File: config.mk
export PLATFORM = sky130hd
export DESIGN_NAME = aio_seq_regs
export DESIGN_NICKNAME = d
export VERILOG_FILES = /design/src/rtl/aio_pkg.sv /design/src/rtl/aio_wr_decode.sv /design/src/rtl/aio_frame_timer.sv /design/src/rtl/aio_unlock_fsm.sv /design/src/rtl/aio_seq_regs.sv
export SDC_FILE = /design/constraint.sdc
export NUM_CORES = 1
export LEC_CHECK = 0
export BUFFER_PORTS_ARGS = -buffer_cell sky130_fd_sc_hd__buf_2
export CELL_PAD_IN_SITES_DETAIL_PLACEMENT = 0
export CELL_PAD_IN_SITES_GLOBAL_PLACEMENT = 1
export CORE_ASPECT_RATIO = 1.25
export CORE_MARGIN = 2
export CORE_UTILIZATION = 33
export CTS_CLUSTER_SIZE = 24
export DETAILED_ROUTE_END_ITERATION = 16
export PLACE_DENSITY_LB_ADDON = 0.2
export SLEW_MARGIN = 20
export SYNTH_ARGS = -nofsm -noshare
export SYNTH_HDL_FRONTEND = slang
export SYNTH_SLANG_ARGS = --single-unit
File: constraint.sdc
create_clock -name clk -period 3.2 [get_ports clk]
set_input_delay 0.16 -clock clk [delete_from_list [all_inputs] [get_ports clk]]
set_output_delay 0.16 -clock clk [all_outputs]
set_load 0.005 [all_outputs]
File: src/rtl/aio_pkg.sv
package aio_pkg;

    // Register offsets; the host software decodes these positions.
    localparam int OFS_DATA = 'h00;
    localparam int OFS_CHAN = 'h02;
    localparam int OFS_DAC0 = 'h04;
    localparam int DAC_STEP = 2;
    localparam int OFS_STAT = 'h08;
    localparam int OFS_CTRL = 'h09;
    localparam int OFS_CFG  = 'h11;

    // Unlock pattern for the bank nibble, in order.
    localparam logic [3:0] UNLK_1 = 4'h3;
    localparam logic [3:0] UNLK_2 = 4'hB;
    localparam logic [3:0] UNLK_3 = 4'hA;

    localparam logic [1:0] TRIG_SOFT = 2'd0;

    typedef enum logic [1:0] {
        UL_IDLE,
        UL_GOT1,
        UL_GOT2
    } unlock_st_t;

    typedef struct packed {
        logic [3:0] bank;
        logic       spare;
        logic       unipolar;
        logic [1:0] gain;
    } cfg_t;

    typedef struct packed {
        logic [3:0] last;
        logic [3:0] first;
    } chan_t;

    typedef struct packed {
        logic strobe;
        logic chan;
        logic ctrl;
        logic cfg;
    } wr_sel_t;

    function automatic logic [7:0] status_byte(logic busy, logic diff);
        return {busy, 1'b0, diff, 5'b0};
    endfunction

endpackage

File: src/rtl/aio_wr_decode.sv
module aio_wr_decode
    import aio_pkg::*;
#(
    parameter int ADDR_W  = 5,
    parameter int NUM_DAC = 2
) (
    input  logic              bus_wr,
    input  logic              bus_wide,
    input  logic [ADDR_W-1:0] bus_addr,
    output wr_sel_t           sel,
    output logic [NUM_DAC-1:0] dac_we
);

    always_comb begin
        sel.strobe = bus_wr && (bus_addr == ADDR_W'(OFS_DATA));
        sel.chan   = bus_wr && (bus_addr == ADDR_W'(OFS_CHAN));
        sel.ctrl   = bus_wr && (bus_addr == ADDR_W'(OFS_CTRL));
        sel.cfg    = bus_wr && (bus_addr == ADDR_W'(OFS_CFG));
    end

    for (genvar i = 0; i < NUM_DAC; i++) begin : g_dac_dec
        assign dac_we[i] = bus_wr && bus_wide
                           && (bus_addr == ADDR_W'(OFS_DAC0 + DAC_STEP * i));
    end

endmodule

File: src/rtl/aio_frame_timer.sv
module aio_frame_timer #(
    parameter int FRAME_W         = 32,
    parameter int TICKS_PER_FRAME = 5,
    parameter int DATA_W          = 16
) (
    input  logic               clk,
    input  logic               rst,
    input  logic               start,
    input  logic [FRAME_W-1:0] frame_count,
    input  logic [DATA_W-1:0]  sample_in,
    output logic               busy,
    output logic [DATA_W-1:0]  sample_q
);

    localparam int TICK_W = (TICKS_PER_FRAME > 1) ? $clog2(TICKS_PER_FRAME) : 1;
    localparam logic [TICK_W-1:0] TICK_LAST = TICK_W'(TICKS_PER_FRAME - 1);

    logic [FRAME_W-1:0] frames_left;
    logic [TICK_W-1:0]  tick;

    always_ff @(posedge clk) begin
        if (rst) begin
            busy        <= 1'b0;
            frames_left <= '0;
            tick        <= '0;
            sample_q    <= '0;
        end else if (!busy) begin
            if (start) begin
                busy        <= 1'b1;
                frames_left <= frame_count;
                tick        <= TICK_LAST;
            end
        end else if (tick != '0) begin
            tick <= tick - 1'b1;
        end else if (frames_left != '0) begin
            frames_left <= frames_left - 1'b1;
            tick        <= TICK_LAST;
        end else begin
            busy     <= 1'b0;
            sample_q <= sample_in;
        end
    end

endmodule

File: src/rtl/aio_unlock_fsm.sv
module aio_unlock_fsm
    import aio_pkg::*;
(
    input  logic       clk,
    input  logic       rst,
    input  logic       cfg_we,
    input  logic [3:0] nibble,
    output logic       timer_bank
);

    unlock_st_t st_q, st_d;
    logic       hit;

    always_comb begin
        st_d = st_q;
        hit  = 1'b0;
        if (cfg_we) begin
            st_d = (nibble == UNLK_1) ? UL_GOT1 : UL_IDLE;
            case (st_q)
                UL_GOT1: if (nibble == UNLK_2) st_d = UL_GOT2;
                UL_GOT2: if (nibble == UNLK_3) begin
                    hit  = 1'b1;
                    st_d = UL_IDLE;
                end
                default: ;
            endcase
        end
    end

    always_ff @(posedge clk) begin
        if (rst) begin
            st_q       <= UL_IDLE;
            timer_bank <= 1'b0;
        end else begin
            st_q <= st_d;
            if (hit) timer_bank <= 1'b1;
        end
    end

endmodule

File: src/rtl/aio_seq_regs.sv
module aio_seq_regs
    import aio_pkg::*;
#(
    parameter int ADDR_W          = 5,
    parameter int DATA_W          = 16,
    parameter int FRAME_W         = 32,
    parameter int TICKS_PER_FRAME = 5,
    parameter int NUM_DAC         = 2
) (
    input  logic                      clk,
    input  logic                      rst,
    input  logic [ADDR_W-1:0]         bus_addr,
    input  logic                      bus_wr,
    input  logic                      bus_wide,
    input  logic [DATA_W-1:0]         bus_wdata,
    output logic [DATA_W-1:0]         bus_rdata,
    input  logic                      strap_diff,
    input  logic [FRAME_W-1:0]        frame_count,
    input  logic [DATA_W-1:0]         sample_in,
    output logic                      adc_busy,
    output logic [3:0]                chan_first,
    output logic [3:0]                chan_last,
    output logic [1:0]                adc_gain,
    output logic                      adc_unipolar,
    output logic                      timer_bank_sel,
    output logic [NUM_DAC*DATA_W-1:0] dac_out
);

    wr_sel_t              sel;
    logic [NUM_DAC-1:0]   dac_we;
    chan_t                chan_q;
    logic [1:0]           ctrl_q;
    cfg_t                 cfg_q;
    logic [DATA_W-1:0]    dac_q [NUM_DAC];
    logic [DATA_W-1:0]    sample_q;
    logic                 conv_start;

    aio_wr_decode #(.ADDR_W(ADDR_W), .NUM_DAC(NUM_DAC)) u_dec (
        .bus_wr   (bus_wr),
        .bus_wide (bus_wide),
        .bus_addr (bus_addr),
        .sel      (sel),
        .dac_we   (dac_we)
    );

    assign conv_start = sel.strobe && (ctrl_q == TRIG_SOFT);

    aio_frame_timer #(
        .FRAME_W(FRAME_W), .TICKS_PER_FRAME(TICKS_PER_FRAME), .DATA_W(DATA_W)
    ) u_timer (
        .clk         (clk),
        .rst         (rst),
        .start       (conv_start),
        .frame_count (frame_count),
        .sample_in   (sample_in),
        .busy        (adc_busy),
        .sample_q    (sample_q)
    );

    aio_unlock_fsm u_unlock (
        .clk        (clk),
        .rst        (rst),
        .cfg_we     (sel.cfg),
        .nibble     (bus_wdata[7:4]),
        .timer_bank (timer_bank_sel)
    );

    always_ff @(posedge clk) begin
        if (rst) begin
            chan_q <= '0;
            ctrl_q <= TRIG_SOFT;
            cfg_q  <= '0;
            for (int i = 0; i < NUM_DAC; i++) dac_q[i] <= '0;
        end else begin
            if (sel.chan) chan_q <= chan_t'(bus_wdata[7:0]);
            if (sel.ctrl) ctrl_q <= bus_wdata[1:0];
            if (sel.cfg)  cfg_q  <= cfg_t'(bus_wdata[7:0]);
            for (int i = 0; i < NUM_DAC; i++) begin
                if (dac_we[i]) dac_q[i] <= bus_wdata;
            end
        end
    end

    assign chan_first   = chan_q.first;
    assign chan_last    = chan_q.last;
    assign adc_gain     = cfg_q.gain;
    assign adc_unipolar = cfg_q.unipolar;

    for (genvar i = 0; i < NUM_DAC; i++) begin : g_dac_out
        assign dac_out[i*DATA_W +: DATA_W] = dac_q[i];
    end

    always_comb begin
        bus_rdata = '0;
        if (bus_addr == ADDR_W'(OFS_DATA))      bus_rdata = sample_q;
        else if (bus_addr == ADDR_W'(OFS_CHAN)) bus_rdata = DATA_W'(chan_q);
        else if (bus_addr == ADDR_W'(OFS_STAT)) bus_rdata = DATA_W'(status_byte(adc_busy, strap_diff));
        else if (bus_addr == ADDR_W'(OFS_CTRL)) bus_rdata = DATA_W'(ctrl_q);
        else if (bus_addr == ADDR_W'(OFS_CFG))  bus_rdata = DATA_W'(cfg_q);
        for (int i = 0; i < NUM_DAC; i++) begin
            if (bus_addr == ADDR_W'(OFS_DAC0 + DAC_STEP * i)) bus_rdata = dac_q[i];
        end
    end

endmodule

==> results.cfg, run 1 <==
[die]
io_pins = 135
die_h_um = 151
fp.coreArea_um2 = 16800
rows = 53
die_w_um = 121
design.die.area_um2 = 18300
start_util = 0.337

[final_layout]
syn_to_final_growth_pct = 19.2
n_antenna_cell = 0
finalNetCount = 815
final_cell_count_no_fill = 962
fin_util = 0.402
stdcell_area_um2 = 6770
drive_gt1_frac = 0.271

[sta]
finalMaxSlewViolations = 0
setup_viol = 0
final-hold-violation-count = 0
fmax_mhz = 374
max_slew_margin = 0.434
hold_ws_ns = 0.0507
worst_clock_skew_ns = 0.00478
fin_crit_sh = 0.835
tightest_slew_ns = 0.849
grt_setup_unrepaired = false
worst_slack_ns = 0.529
fin_tns_setup_ns = 0
layout_min_cycle_time_ns = 2.67

[power]
p_per_area_nw_per_um2 = 428
total_power_mw = 2.90
ir_worst_vdd_mv = 0.215
power.leakage_nw = 2.55

[logic_synthesis]
yosys.area.top_type_share = 0.258
ys.flop_type = dfxtp_1
syn_area_per_cell_um2 = 9.08
yosysTopAreaCell = dfxtp_1
yosysMostFrequentCell = dfxtp_1
synth-seq-cells = 105
ys_warn_count = 0
async_flop_share = 0
synth_area_leaders = dfxtp_1, edfxtp_1, a21oi_1
synth_area_um2 = 5670
synth_nets = 703
synth_cells = 625
synth_edf_count = 32
ys_seq_area_frac = 0.427
synth_common_cells = dfxtp_1, nand2_1, a21oi_1
synth_cell_types = 68

[grt]
grt_max_degree = 71
grt_pass1_vias = 5227
gr-total-overflow = 0
antenna_found_initial = 0
grt_pass1_wl_um = 27900
grt.total_usage = 0.196

[clock_tree]
cts_hold_buf = 0
cts_tree = built
ctsResizeCount = 0
cts_buffer_depth = 2
clk_pin_slew_ns = 0.07
postCtsSetupRepairBufs = 0
htreeDepth = 3
clock-sinks = 105
numCtsBuffers = 9
cts_root_buf = clkbuf_16
insertion_delay_ns = 0.35

[setup_path]
critPathTopFamily = simple AND/OR/NAND/NOR gates
path_class = register to register
regToRegSetupSlack_ns = 0.53
worstPathMaxFanout = 31
crit_buf_inv = 2
path_cells = inv_1, ha_1, nor4b_4, and3_2, nand4_4, a21oi_4, buf_12, o32ai_2
cpPeakStageDelay_ns = 0.50
cpMaxStageDelayCell = and3_2
endpoint_kind = register
cp.arrival_ns = 2.88
required_ns = 3.41
start_kind = register

[drt]
vias_per_cell = 5.70
postRouteAntennaNets = 0
dr.pass1.iters = 5
num_vias = 5480
wl_um = 17900
route.detailed.drc = 0
dr.first_iter.drc_count = 387
wl_per_cell_um = 18.6

[placed_design]
portBuffers = 134
dp_hpwl_um = 12300
place_worst_setup_slack_ns = 0.550
placed_area_um2 = 6470
dp.cells = 946
place.gp.congestion = 0.791

[worst_hold_path]
hp-class = input pin to register

[run_status]
status = complete, no violations

[flow_run]
maxCapViolations = 0
-- layer usage --
metal / up-vias / part of all wire / global-route usage
li1: 2605 / - / -
met1: 2638 / 0.43 / 0.252
met2: 211 / 0.48 / 0.331
met3: 26 / 0.068 / 0.0375
met4: 0 / 0.016 / 0.0626
met5: - / 0 / 0
-- worst paths after layout --
kind / startpoint / to / cells past startpoint
min reg2reg: cfg_q[6]$_SDFFE_PP0P_ / cfg_q[6]$_SDFFE_PP0P_ / 2
max reg2reg: u_timer.frames_left[0]$_SDFFE_PP0P_ / u_timer.frames_left[16]$_SDFFE_PP0P_ / 8
min: sample_in[13] / u_timer.sample_q[13]$_SDFFE_PP0P_ / 3
max: u_timer.frames_left[0]$_SDFFE_PP0P_ / u_timer.frames_left[16]$_SDFFE_PP0P_ / 8
-- state kept, by name, summed over array words and instances (netlist names), 2 cells and up --
register and cells:
dac_q 32, u_timer.frames_left 32, u_timer.sample_q 16, cfg_q 5, chan_first 4, chan_last 4, u_timer.tick 3, adc_gain 2
ctrl_q 2, u_unlock.st_q 2
-- report_power, final --
part / internal, mW / total (mW) / switching [mW]
clock network: 0.569 / 1.12 / 0.549
registers: 1.40 / 1.42 / 0.0183
logic: 0.122 / 0.363 / 0.241
-- final cells by class --
class                           count  area, µm²
Fill cell                        1749      10100
Sequential cell                   105       2420
Inverter                           10       37.5
Timing Repair Buffer              153        826
Clock inverter                      6       57.6
Clock buffer                       10        239
Multi-Input combinational cell    458       2910
Tap cell                          220        275
-- placed cells by master, fill, tap and decap left out, drive strengths merged, types with 4 or more instances in the layout --
| cell | instances |
|---|---|
| o31ai | 18 |
| and4 | 4 |
| dfxtp | 73 |
| nor2 | 40 |
| a22oi | 12 |
| ha | 4 |
| o32ai | 11 |
| nor3 | 26 |
| edfxtp | 32 |
| nor2b | 6 |
| mux2i | 10 |
| nand2 | 66 |
| o311ai | 18 |
| clkbuf | 10 |
| a21oi | 66 |
| a31oi | 15 |
| and2 | 17 |
| or4 | 5 |
| nand3 | 38 |
| a211oi | 10 |
| inv | 15 |
| o21ai | 33 |
| nor4 | 10 |
| o31a | 5 |
| and3 | 5 |
| buf | 153 |
| or3 | 4 |
-- worst min-delay path, cell delays in order --
cell and delay [ns]:
buf_2 0.10, nand3_1 0.05, a21oi_1 0.05
-- kinds of logic (layout without fill, tap and decap cells) --
logic type / count (synthesis) / after routing / synth area share
and+or+nand+nor: 239 / 239 / 0.234
DFF: 105 / 105 / 0.427
adders and majority gates: 4 / 4 / 0.00882
muxes: 10 / 10 / 0.0176
buffers and inverters: 62 / 179 / 0.0615
AOI/OAI and AO/OA: 205 / 205 / 0.252
No activity file was read; power rests on OpenSTA's default activity.
==> run 2: changes to the inputs <==
- clock period: 3.2 -> 2.34 ns (I/O delays scaled with it)
==> results.cfg, run 2 (synthesized netlist as in run 1, its figures left out) <==
[run_status]
status = complete, no violations

[clock_tree]
clock-sinks = 105
ctsResizeCount = 0
cts_hold_buf = 0
clk_pin_slew_ns = 0.07
cts_root_buf = clkbuf_16
htreeDepth = 3
insertion_delay_ns = 0.35
numCtsBuffers = 9
cts_tree = built
postCtsSetupRepairBufs = 0
cts_buffer_depth = 2

[grt]
grt_max_degree = 56
grt_pass1_wl_um = 27800
antenna_found_initial = 0
gr-total-overflow = 0
grt.total_usage = 0.196
grt_pass1_vias = 5253

[drt]
maxUsedRoutingLayer = met4
wl_met3_um = 1050
wl_per_cell_um = 18.5
dr.first_iter.drc_count = 385
wl_met2_um = 8860
wl_um = 18100
postRouteAntennaNets = 0
dr.pass1.iters = 5
route.detailed.drc = 0
wl_met1_um = 7840
num_vias = 5505
vias_per_cell = 5.63

[sta]
hold_ws_ns = 0.0188
finalMaxSlewViolations = 0
max_slew_margin = 0.594
fmax_mhz = 461
fin_crit_sh = 0.927
fin_tns_setup_ns = 0
tightest_slew_ns = 0.609
grt_setup_unrepaired = false
final-hold-violation-count = 0
layout_min_cycle_time_ns = 2.17
worst_slack_ns = 0.171
worst_clock_skew_ns = 0.00521
setup_viol = 0

[power]
p_per_area_nw_per_um2 = 587
ir_worst_vdd_mv = 0.260
power.leakage_nw = 2.61
total_power_mw = 4.04

[placed_design]
portBuffers = 134
dp_hpwl_um = 12500
dp.cells = 961
place_worst_setup_slack_ns = 0.190
place.gp.congestion = 0.813

[final_layout]
n_antenna_cell = 0
mostFrequentLayoutCells = buf_2, dfxtp_1, nand2_1, a21oi_1, nor2_1
final_common_cell = buf_2
final_cell_count_no_fill = 977
fillers = 1770
drive_gt1_frac = 0.283
finalNetCount = 830
largestRegisters = dac_q x32, u_timer.frames_left x32, u_timer.sample_q x16
seq_area_um2 = 2420
multi_input_area_um2 = 2910
syn_to_final_growth_pct = 21.2

[setup_path]
start_kind = register
rr_worst_depth = 5
rr_endpoint = u_timer.frames_left[24]$_SDFFE_PP0P_
critPathTopFamily = simple AND/OR/NAND/NOR gates
cpMaxStageDelayCell = or4_4
worstPathMaxFanout = 9
cp.arrival_ns = 2.39
path_class = register to register
path_cells = or4_4, nor3_2, a31oi_1, o311ai_0, o31ai_1
crit_buf_inv = 0
cp-startpoint = u_timer.frames_left[17]$_SDFFE_PP0P_
regToRegStartpoint = u_timer.frames_left[17]$_SDFFE_PP0P_
cpPeakStageDelay_ns = 0.59
endpoint_kind = register
regToRegSetupSlack_ns = 0.17
required_ns = 2.56

[die]
die_h_um = 151
io_pins = 135
fp.coreArea_um2 = 16800
rows = 53
start_util = 0.337
die_w_um = 121
design.die.area_um2 = 18300

[worst_hold_path]
hold_start = sample_in[13]
hold_depth = 3
min_to = u_timer.sample_q[13]$_SDFFE_PP0P_
hp-class = input pin to register

[flow_run]
maxCapViolations = 0
[run 2: cell types whose count changed in the layout (fill, tap and decap cells not counted), sizes merged]
cell	delta
clkinvlp	+1
inv	-3
bufinv	+1
clkbuf	+1
buf	+15
[run 2: per-stage QoR]
stage                     cell area, µm²  utilization
after floorplan                     5670            -
after global routing                6880        0.408
after detailed placement            6580        0.391
after CTS                           6880        0.408
after global placement              6580        0.391
final                               6880        0.408
[run 2: power by group]
| group | total, mW | internal, mW | switching [mW] |
|---|---|---|---|
| Sequential | 1.94 | 1.91 | 0.0255 |
| Clock | 1.56 | 0.842 | 0.716 |
| Combinational | 0.541 | 0.201 | 0.340 |
| Total | 4.04 | 2.95 | 1.08 |
[run 2: how the worst max path moves through the flow]
stage,slack (ns),end,depth (start not counted)
after floorplan,0.09,dac_q[0][0]$_DFFE_PP_,4
after global placement,0.26,u_timer.frames_left[0]$_SDFFE_PP0P_,6
after detailed placement,0.19,u_timer.frames_left[0]$_SDFFE_PP0P_,8
after CTS,0.17,u_timer.frames_left[0]$_SDFFE_PP0P_,8
after global routing,0.0004,u_timer.frames_left[0]$_SDFFE_PP0P_,8
final,0.17,u_timer.frames_left[24]$_SDFFE_PP0P_,5
[run 2: worst min-delay path: stages]
cell and delay, ns:
buf_2 0.10, nand3_1 0.05, a21oi_1 0.05
[run 2: area by class of cell]
type / count / area share
inverter: 10 / 0.00546
tap: 220 / 0.0400
clock inverter: 5 / 0.00928
multi-input combinational: 458 / 0.423
timing repair buffer: 168 / 0.136
clock buffer: 11 / 0.0338
sequential: 105 / 0.352
[run 2: routing by layer]
metal,vias to the layer above,track usage
met1,2658,0.245
met2,199,0.345
met5,-,0
li1,2629,-
met4,0,0.0592
met3,19,0.0330
